**config.mk**
```make
export PLATFORM = sky130hd
export DESIGN_NAME = adsel_top
export DESIGN_NICKNAME = d
export VERILOG_FILES = /design/src/rtl/adsel_pkg.sv /design/src/rtl/adsel_cfg.sv /design/src/rtl/adsel_mute.sv /design/src/rtl/adsel_mux.sv /design/src/rtl/adsel_out.sv /design/src/rtl/adsel_top.sv
export SDC_FILE = /design/constraint.sdc
export NUM_CORES = 1
export LEC_CHECK = 0
export BUFFER_PORTS_ARGS = -buffer_cell sky130_fd_sc_hd__buf_2
export CAP_MARGIN = 40
export CORE_MARGIN = 2
export CORE_UTILIZATION = 40
export CTS_BUF_LIST = sky130_fd_sc_hd__clkbuf_2
export CTS_CLUSTER_DIAMETER = 150
export DETAILED_ROUTE_END_ITERATION = 7
export PLACE_DENSITY = 0.84
export SLEW_MARGIN = 15
export SYNTH_ARGS = -nofsm -noshare
export SYNTH_HDL_FRONTEND = slang
export SYNTH_SLANG_ARGS = --single-unit
```
**constraint.sdc**
```tcl
create_clock -name clk -period 5.2 [get_ports clk]
set_input_delay 1.04 -clock clk [delete_from_list [all_inputs] [get_ports clk]]
set_output_delay 1.04 -clock clk [all_outputs]
set_load 0.005 [all_outputs]
```
**src/rtl/adsel_pkg.sv**
```systemverilog
package adsel_pkg;
  localparam int FMT_W = 2;
  localparam int NSRC  = 3;

  typedef enum logic [1:0] {
    SRC_A   = 2'd0,
    SRC_B   = 2'd1,
    SRC_ADC = 2'd2
  } src_e;
endpackage

```
**src/rtl/adsel_cfg.sv**
```systemverilog
module adsel_cfg
  import adsel_pkg::*;
(
  input  logic             clk,
  input  logic             rst_n,
  input  logic             sel_b,
  input  logic             loop_en,
  input  logic [FMT_W-1:0] dac_fmt,
  output src_e             src,
  output logic             loop_q,
  output logic [FMT_W-1:0] fmt_eff
);
  logic sel_q;

  // Control bits are registered; a transfer always uses one settled source.
  always_ff @(posedge clk or negedge rst_n) begin
    if (!rst_n) begin
      sel_q   <= 1'b0;
      loop_q  <= 1'b0;
      fmt_eff <= '0;
    end else begin
      sel_q  <= sel_b;
      loop_q <= loop_en;
      // Format is frozen while loopback is requested.
      if (!loop_en) fmt_eff <= dac_fmt;
    end
  end

  always_comb begin
    if (loop_q)     src = SRC_ADC;
    else if (sel_q) src = SRC_B;
    else            src = SRC_A;
  end
endmodule

```
**src/rtl/adsel_mute.sv**
```systemverilog
module adsel_mute #(
  parameter int MW = 4
) (
  input  logic          clk,
  input  logic          rst_n,
  input  logic          clk_change,
  input  logic [MW-1:0] mute_len,
  input  logic          take,
  output logic          zero_now,
  output logic          mute_active
);
  logic [MW-1:0] cnt;

  always_ff @(posedge clk or negedge rst_n) begin
    if (!rst_n)                 cnt <= '0;
    else if (clk_change)        cnt <= mute_len;
    else if (take && cnt != '0) cnt <= cnt - 1'b1;
  end

  assign mute_active = (cnt != '0);
  assign zero_now    = clk_change || mute_active;
endmodule

```
**src/rtl/adsel_mux.sv**
```systemverilog
module adsel_mux
  import adsel_pkg::*;
#(
  parameter int SW = 24
) (
  input  src_e                src,
  input  logic [NSRC-1:0]     in_valid,
  input  logic [NSRC*SW-1:0]  in_left,
  input  logic [NSRC*SW-1:0]  in_right,
  input  logic                take_ok,
  output logic [NSRC-1:0]     in_ready,
  output logic                sel_valid,
  output logic [SW-1:0]       sel_left,
  output logic [SW-1:0]       sel_right
);
  // Unselected streams are drained so they never stall.
  for (genvar i = 0; i < NSRC; i++) begin : g_rdy
    assign in_ready[i] = (int'(src) == i) ? take_ok : 1'b1;
  end

  always_comb begin
    sel_valid = 1'b0;
    sel_left  = '0;
    sel_right = '0;
    for (int i = 0; i < NSRC; i++) begin
      if (int'(src) == i) begin
        sel_valid = in_valid[i];
        sel_left  = in_left[i*SW +: SW];
        sel_right = in_right[i*SW +: SW];
      end
    end
  end
endmodule

```
**src/rtl/adsel_out.sv**
```systemverilog
module adsel_out #(
  parameter int SW = 24
) (
  input  logic          clk,
  input  logic          rst_n,
  input  logic          load,
  input  logic          zero,
  input  logic          clear_held,
  input  logic [SW-1:0] in_left,
  input  logic [SW-1:0] in_right,
  input  logic          out_ready,
  output logic          take_ok,
  output logic          out_valid,
  output logic [SW-1:0] out_left,
  output logic [SW-1:0] out_right
);
  assign take_ok = !out_valid || out_ready;

  always_ff @(posedge clk or negedge rst_n) begin
    if (!rst_n) begin
      out_valid <= 1'b0;
      out_left  <= '0;
      out_right <= '0;
    end else if (load) begin
      out_valid <= 1'b1;
      out_left  <= zero ? '0 : in_left;
      out_right <= zero ? '0 : in_right;
    end else begin
      if (out_ready) out_valid <= 1'b0;
      if (clear_held) begin
        out_left  <= '0;
        out_right <= '0;
      end
    end
  end
endmodule

```
**src/rtl/adsel_top.sv**
```systemverilog
module adsel_top
  import adsel_pkg::*;
#(
  parameter int SW = 24,
  parameter int MW = 4
) (
  input  logic             clk,
  input  logic             rst_n,
  input  logic             a_valid,
  output logic             a_ready,
  input  logic [SW-1:0]    a_left,
  input  logic [SW-1:0]    a_right,
  input  logic             b_valid,
  output logic             b_ready,
  input  logic [SW-1:0]    b_left,
  input  logic [SW-1:0]    b_right,
  input  logic             adc_valid,
  output logic             adc_ready,
  input  logic [SW-1:0]    adc_left,
  input  logic [SW-1:0]    adc_right,
  input  logic             sel_b,
  input  logic             loop_en,
  input  logic [FMT_W-1:0] dac_fmt,
  input  logic [MW-1:0]    mute_len,
  input  logic             clk_change,
  output logic             out_valid,
  input  logic             out_ready,
  output logic [SW-1:0]    out_left,
  output logic [SW-1:0]    out_right,
  output logic [FMT_W-1:0] out_fmt,
  output logic             out_loop
);
  src_e               src;
  logic               take_ok;
  logic               sel_valid;
  logic [SW-1:0]      sel_left;
  logic [SW-1:0]      sel_right;
  logic [NSRC-1:0]    in_ready;
  logic               load;
  logic               zero_now;
  logic               mute_active;

  adsel_cfg u_cfg (
    .clk(clk), .rst_n(rst_n), .sel_b(sel_b), .loop_en(loop_en),
    .dac_fmt(dac_fmt), .src(src), .loop_q(out_loop), .fmt_eff(out_fmt)
  );

  adsel_mux #(.SW(SW)) u_mux (
    .src(src),
    .in_valid({adc_valid, b_valid, a_valid}),
    .in_left({adc_left, b_left, a_left}),
    .in_right({adc_right, b_right, a_right}),
    .take_ok(take_ok), .in_ready(in_ready),
    .sel_valid(sel_valid), .sel_left(sel_left), .sel_right(sel_right)
  );

  assign a_ready   = in_ready[SRC_A];
  assign b_ready   = in_ready[SRC_B];
  assign adc_ready = in_ready[SRC_ADC];
  assign load      = sel_valid && take_ok;

  adsel_mute #(.MW(MW)) u_mute (
    .clk(clk), .rst_n(rst_n), .clk_change(clk_change), .mute_len(mute_len),
    .take(load), .zero_now(zero_now), .mute_active(mute_active)
  );

  adsel_out #(.SW(SW)) u_out (
    .clk(clk), .rst_n(rst_n), .load(load), .zero(zero_now),
    .clear_held(clk_change), .in_left(sel_left), .in_right(sel_right),
    .out_ready(out_ready), .take_ok(take_ok), .out_valid(out_valid),
    .out_left(out_left), .out_right(out_right)
  );
endmodule

```
Word level (Yosys, flattened, before mapping)
Index checks and enable logic that the tools add are counted.
- output and inout bits: 55
- word-level logic and storage cells: 43
- flip-flop bits (word level): 57
- input port bits: 159
- eq/ne operators: 2
- add/subtract/negate cells: 1
- reduce and logical (&&, ||, !) cells: 10
- muxes and demuxes: 23
- operators by type and width (operator ; count):
    24-bit two-way mux ; 11
    1-bit two-way mux ; 9
    4-bit two-way mux ; 2
    2-bit nonzero test ; 3
    2-bit equality test, second input constant ; 2
    4-bit nonzero test ; 1
    4-bit by 1-bit subtractor with 4-bit output, second input constant ; 1
    1-bit logical AND ; 2
    2-bit logical NOT ; 1
    1-bit logical OR ; 2
    2-bit two-way mux ; 1
    1-bit logical NOT ; 1

Logic depth before layout (Yosys ltp)
- depth in word-level cells: 10
- gate-level depth with buffers: 6
- gate-level depth less buffers: 6

Hierarchy
From an unflattened synthesis, not the netlist that was laid out.
- cells, all modules: 273
- area total of the unflattened synthesis: 3691.0 sq um
- by module, submodules not included (module ; times used ; cells each ; area each (sq um)):
    adsel_out ; 1 ; 112 ; 1811.7
    adsel_mux ; 1 ; 121 ; 1467.7
    adsel_mute ; 1 ; 31 ; 269.0
    adsel_cfg ; 1 ; 8 ; 136.4
    adsel_top ; 1 ; 1 ; 6.3

Worst setup path before layout
No wires, ideal clock.
- kind: input -> output
- start point: input port out_ready
- end point: output port a_ready
- path slack: 2610 ps
- required time: 4160 ps
- cell stages on the path: 2
- data arrival time: 1550 ps
- path buffers: 0
- cell sequence: nand2b_1 > or3_1
- word-level cells in the longest chain between the ends: 2
- RTL lines (item ; line ; source):
    from (decl) ; adsel_top.sv:27 ; input logic out_ready,
    1-bit logical OR ; adsel_out.sv:17 ; assign take_ok = !out_valid || out_ready;
    1-bit two-way mux ; adsel_mux.sv:18 ; assign in_ready[i] = (int'(src) == i) ? take_ok : 1'b1;
    to (decl) ; adsel_top.sv:10 ; output logic a_ready,
Every way passes these cells.

Final worst setup path
- start point: register u_cfg.loop_q
- end point: output port out_loop
- RTL lines (item ; line ; source):
    from (decl) ; adsel_cfg.sv:10 ; output logic loop_q,
    from (signal assigned) ; adsel_cfg.sv:23 ; loop_q <= loop_en;
    to (decl) ; adsel_top.sv:31 ; output logic out_loop
No word-level cell between the ends.

==> results by group <==
Yosys
  • Cell variety after synth: 25
  • Mapped Area: about 0.0034 mm²
  • Leading area contributor after synthesis: dfrtp_1
  • Top cell type's share of synthesized area: 41.8%
  • Avg Synthesized Cell Area: 8.10 µm²
  • Synth async-reset ratio: between 90% and 100%
  • Dominant cells by area after synthesis: dfrtp_1, mux2i_1, nand2_1
  • Register area share after synthesis: approximately two fifths
  • Most used DFF post-synth: dfrtp_1
  • Synth Net Count: 581
  • Synth warn: 0
  • Synth Register Bits: 57
  • Mapped Cells: roughly 420
  • Number of synthesized flops with an enable pin: 0

Pwr
  • Share of total power in sequential cells: about 52%
  • Internal power: 625 µW
  • Net switching power: 299 µW
  • Worst VDD drop: 0.0891 mV
  • Combinational cell fraction of total power: between 20 and 25%
  • Pwr Density: between 200 and 250 mW/mm²
  • Tot Pwr: ~920 µW
  • Leak pwr: approximately 2.5 nW
  • Switching share of total power: between 30 and 40%
  • Clk pwr share: between 20% and 30%

Die
  • Die area: between 0.009 and 0.01 mm²
  • Die width: a little under 100 µm
  • Site row count: 33
  • Initial Util: ~41%
  • I/O pins: around 210
  • Die height: about 96 µm
  • Core Region: 0.00826 mm²

Worst setup path
  • Crit path DAT: around 2100 ps
  • Setup Crit Path Kind: reg2out
  • WP data required: between 4000 and 5000 ps
  • Crit Path Max Fanout: 60
  • Worst setup SP type: flop
  • Worst setup EP type: primary output

CTS
  • Clk slew on worst S/H paths: 150 ps
  • CTS Sinks: 57
  • CTS tree: done
  • Worst-skew pair later-pin latency: roughly 450 ps
  • CTS root buf: clkbuf_2
  • CTS resizes: 0
  • Clock Path Buffers: 2
  • Cts bufs inserted: 9
  • # hold bufs at CTS: 0
  • H-Tree Depth: 3
  • Post-CTS Setup Bufs: 0

Timing
  • Fmax: between 300 and 400 MHz
  • Period utilization: 60.5%
  • Count of pins over their slew limit: 0
  • Final Critical Period: 3140 ps
  • Worst Skew: around 21 ps
  • Final hold viol count: 0
  • Final worst slack: 2060 ps
  • # setup viols final: 0
  • Tightest hold margin: around 530 ps
  • Max_slew headroom: between 40% and 50%
  • Setup_tns: 0 ps
  • Worst-Margin Slew: between 800 and 900 ps
  • RSZ-0062 raised after global routing: no

Detailed routing
  • Drt drc: 0
  • Top layer in use: met4
  • Detail Route Antenna Nets: 0
  • Met3 WL post-DR: roughly 700 µm
  • Wire per inst: around 14 µm
  • M1 WL: ~4000 µm
  • Vias per std cell: roughly 5.1
  • Routed WL: 10100 µm
  • DR iter-0 viols: roughly 110
  • Routed wl met2: around 5300 µm
  • Detailed Routing Iterations Pass 1: 4
  • Vias post-DR: 3719

Finish
  • Synth-to-layout area growth: 35.4%
  • Sequential Area: about 0.0014 mm²
  • Non-filler cells, final: approximately 730
  • Final core utilization: about 56%
  • Layout cell share with drive strength beyond 1: 39.4%
  • # fillers: ~780
  • Commonest cells after routing, fill and taps aside: buf_2, nand2_1, dfrtp_1, o21ai_0, mux2i_1
  • N_diodes: 0
  • Nets: about 780
  • Most common cell after layout, fill and taps aside: buf_2
  • Cell area after layout: approximately 0.0046 mm²
  • Footprint of the multi-input gates: roughly 0.0018 mm²

Global route
  • Total Routing Usage GR: ~22%
  • Number of global-route vias before repair: 3531
  • First-pass GRT wire length: around 16000 µm
  • Pin count of the biggest net entering global routing: around 60
  • Grt ovf: 0
  • Initial antenna violation count: 0

Place
  • GP Congestion: about 0.80
  • Worst slack, placed: about 2300 ps
  • Placed Cells: ~700
  • Placed Area: ~0.0045 mm²
  • DP Wirelength: between 7000 and 8000 µm
  • Port Buf Inserts: between 200 and 250

Run status
  • Outcome: complete, no violations

Worst hold path
  • Hold Path Class: reg2reg

Job
  • MaxCap Viol Count: 0
-- registers in the layout (all words and copies together) (netlist names) --
register	cells
u_cfg.sel_q	1
u_mute.cnt	4
u_out.out_left	24
u_out.out_valid	1
u_cfg.loop_q	1
u_cfg.fmt_eff	2
u_out.out_right	24
-- worst paths after layout --
| kind | startpoint | endpoint | slack [ps] | cells after the start |
|---|---|---|---|---|
| worst min register to register | u_out.out_left[17]$_DFFE_PN0P_ | u_out.out_left[17]$_DFFE_PN0P_ | 530 | 2 |
| worst min-delay path | u_out.out_left[17]$_DFFE_PN0P_ | u_out.out_left[17]$_DFFE_PN0P_ | 530 | 2 |
| min in group asynchronous | rst_n | u_out.out_left[6]$_DFFE_PN0P_ | 710 | 2 |
| max in group asynchronous | rst_n | u_cfg.loop_q$_DFF_PN0_ | 3980 | 2 |
| worst max register to register | u_cfg.loop_q$_DFF_PN0_ | u_out.out_left[8]$_DFFE_PN0P_ | 2660 | 5 |
| worst max-delay path | u_cfg.loop_q$_DFF_PN0_ | out_loop | 2060 | 2 |
-- routing by layer --
metal  track usage, %  vias up
li1                 -     1841
met1             24.6     1695
met2             40.2      164
met3             4.15       19
met4             8.57        0
met5                0        -
-- power by group through the flow --
stage,Sequential [mW],Clock (mW),Combinational [mW]
final,0.477,0.218,0.229
after global routing,0.480,0.248,0.257
after CTS,0.477,0.231,0.230
after detailed placement,0.485,0,0.230
after global placement,0.484,0,0.217
after floorplan,0.475,0,0.129
-- cell type report --
cell class	count	share of cell area, %
clock buffer	11	1.19
multi-input combinational	322	39.4
clock inverter	5	0.488
timing repair buffer	221	24.8
inverter	4	0.325
sequential	57	30.9
tap	105	2.84
-- Yosys cell counts, types with 2 or more instances --
cell type / n
o21ai_0: 53
a21oi_1: 48
nand3_1: 48
nor2_1: 4
or3_1: 2
dfrtp_1: 57
nand2b_1: 2
mux2_2: 3
buf_2: 13
clkbuf_1: 23
mux2i_1: 50
inv_1: 4
nand3b_1: 2
nand2_1: 101
-- logic make-up after synthesis --
family          synth area share [%]
simple gates                    20.4
compound gates                  16.1
flops                           41.8
mux                             16.1
buf+inv                         5.21
fa+ha+maj                      0.367
-- worst max-delay path, stage by stage, from the launching register on --
cell and delay (ps):
dfrtp_2 960, buf_4 470, buf_2 190
Note: power is estimated with default switching activity, not from simulation.
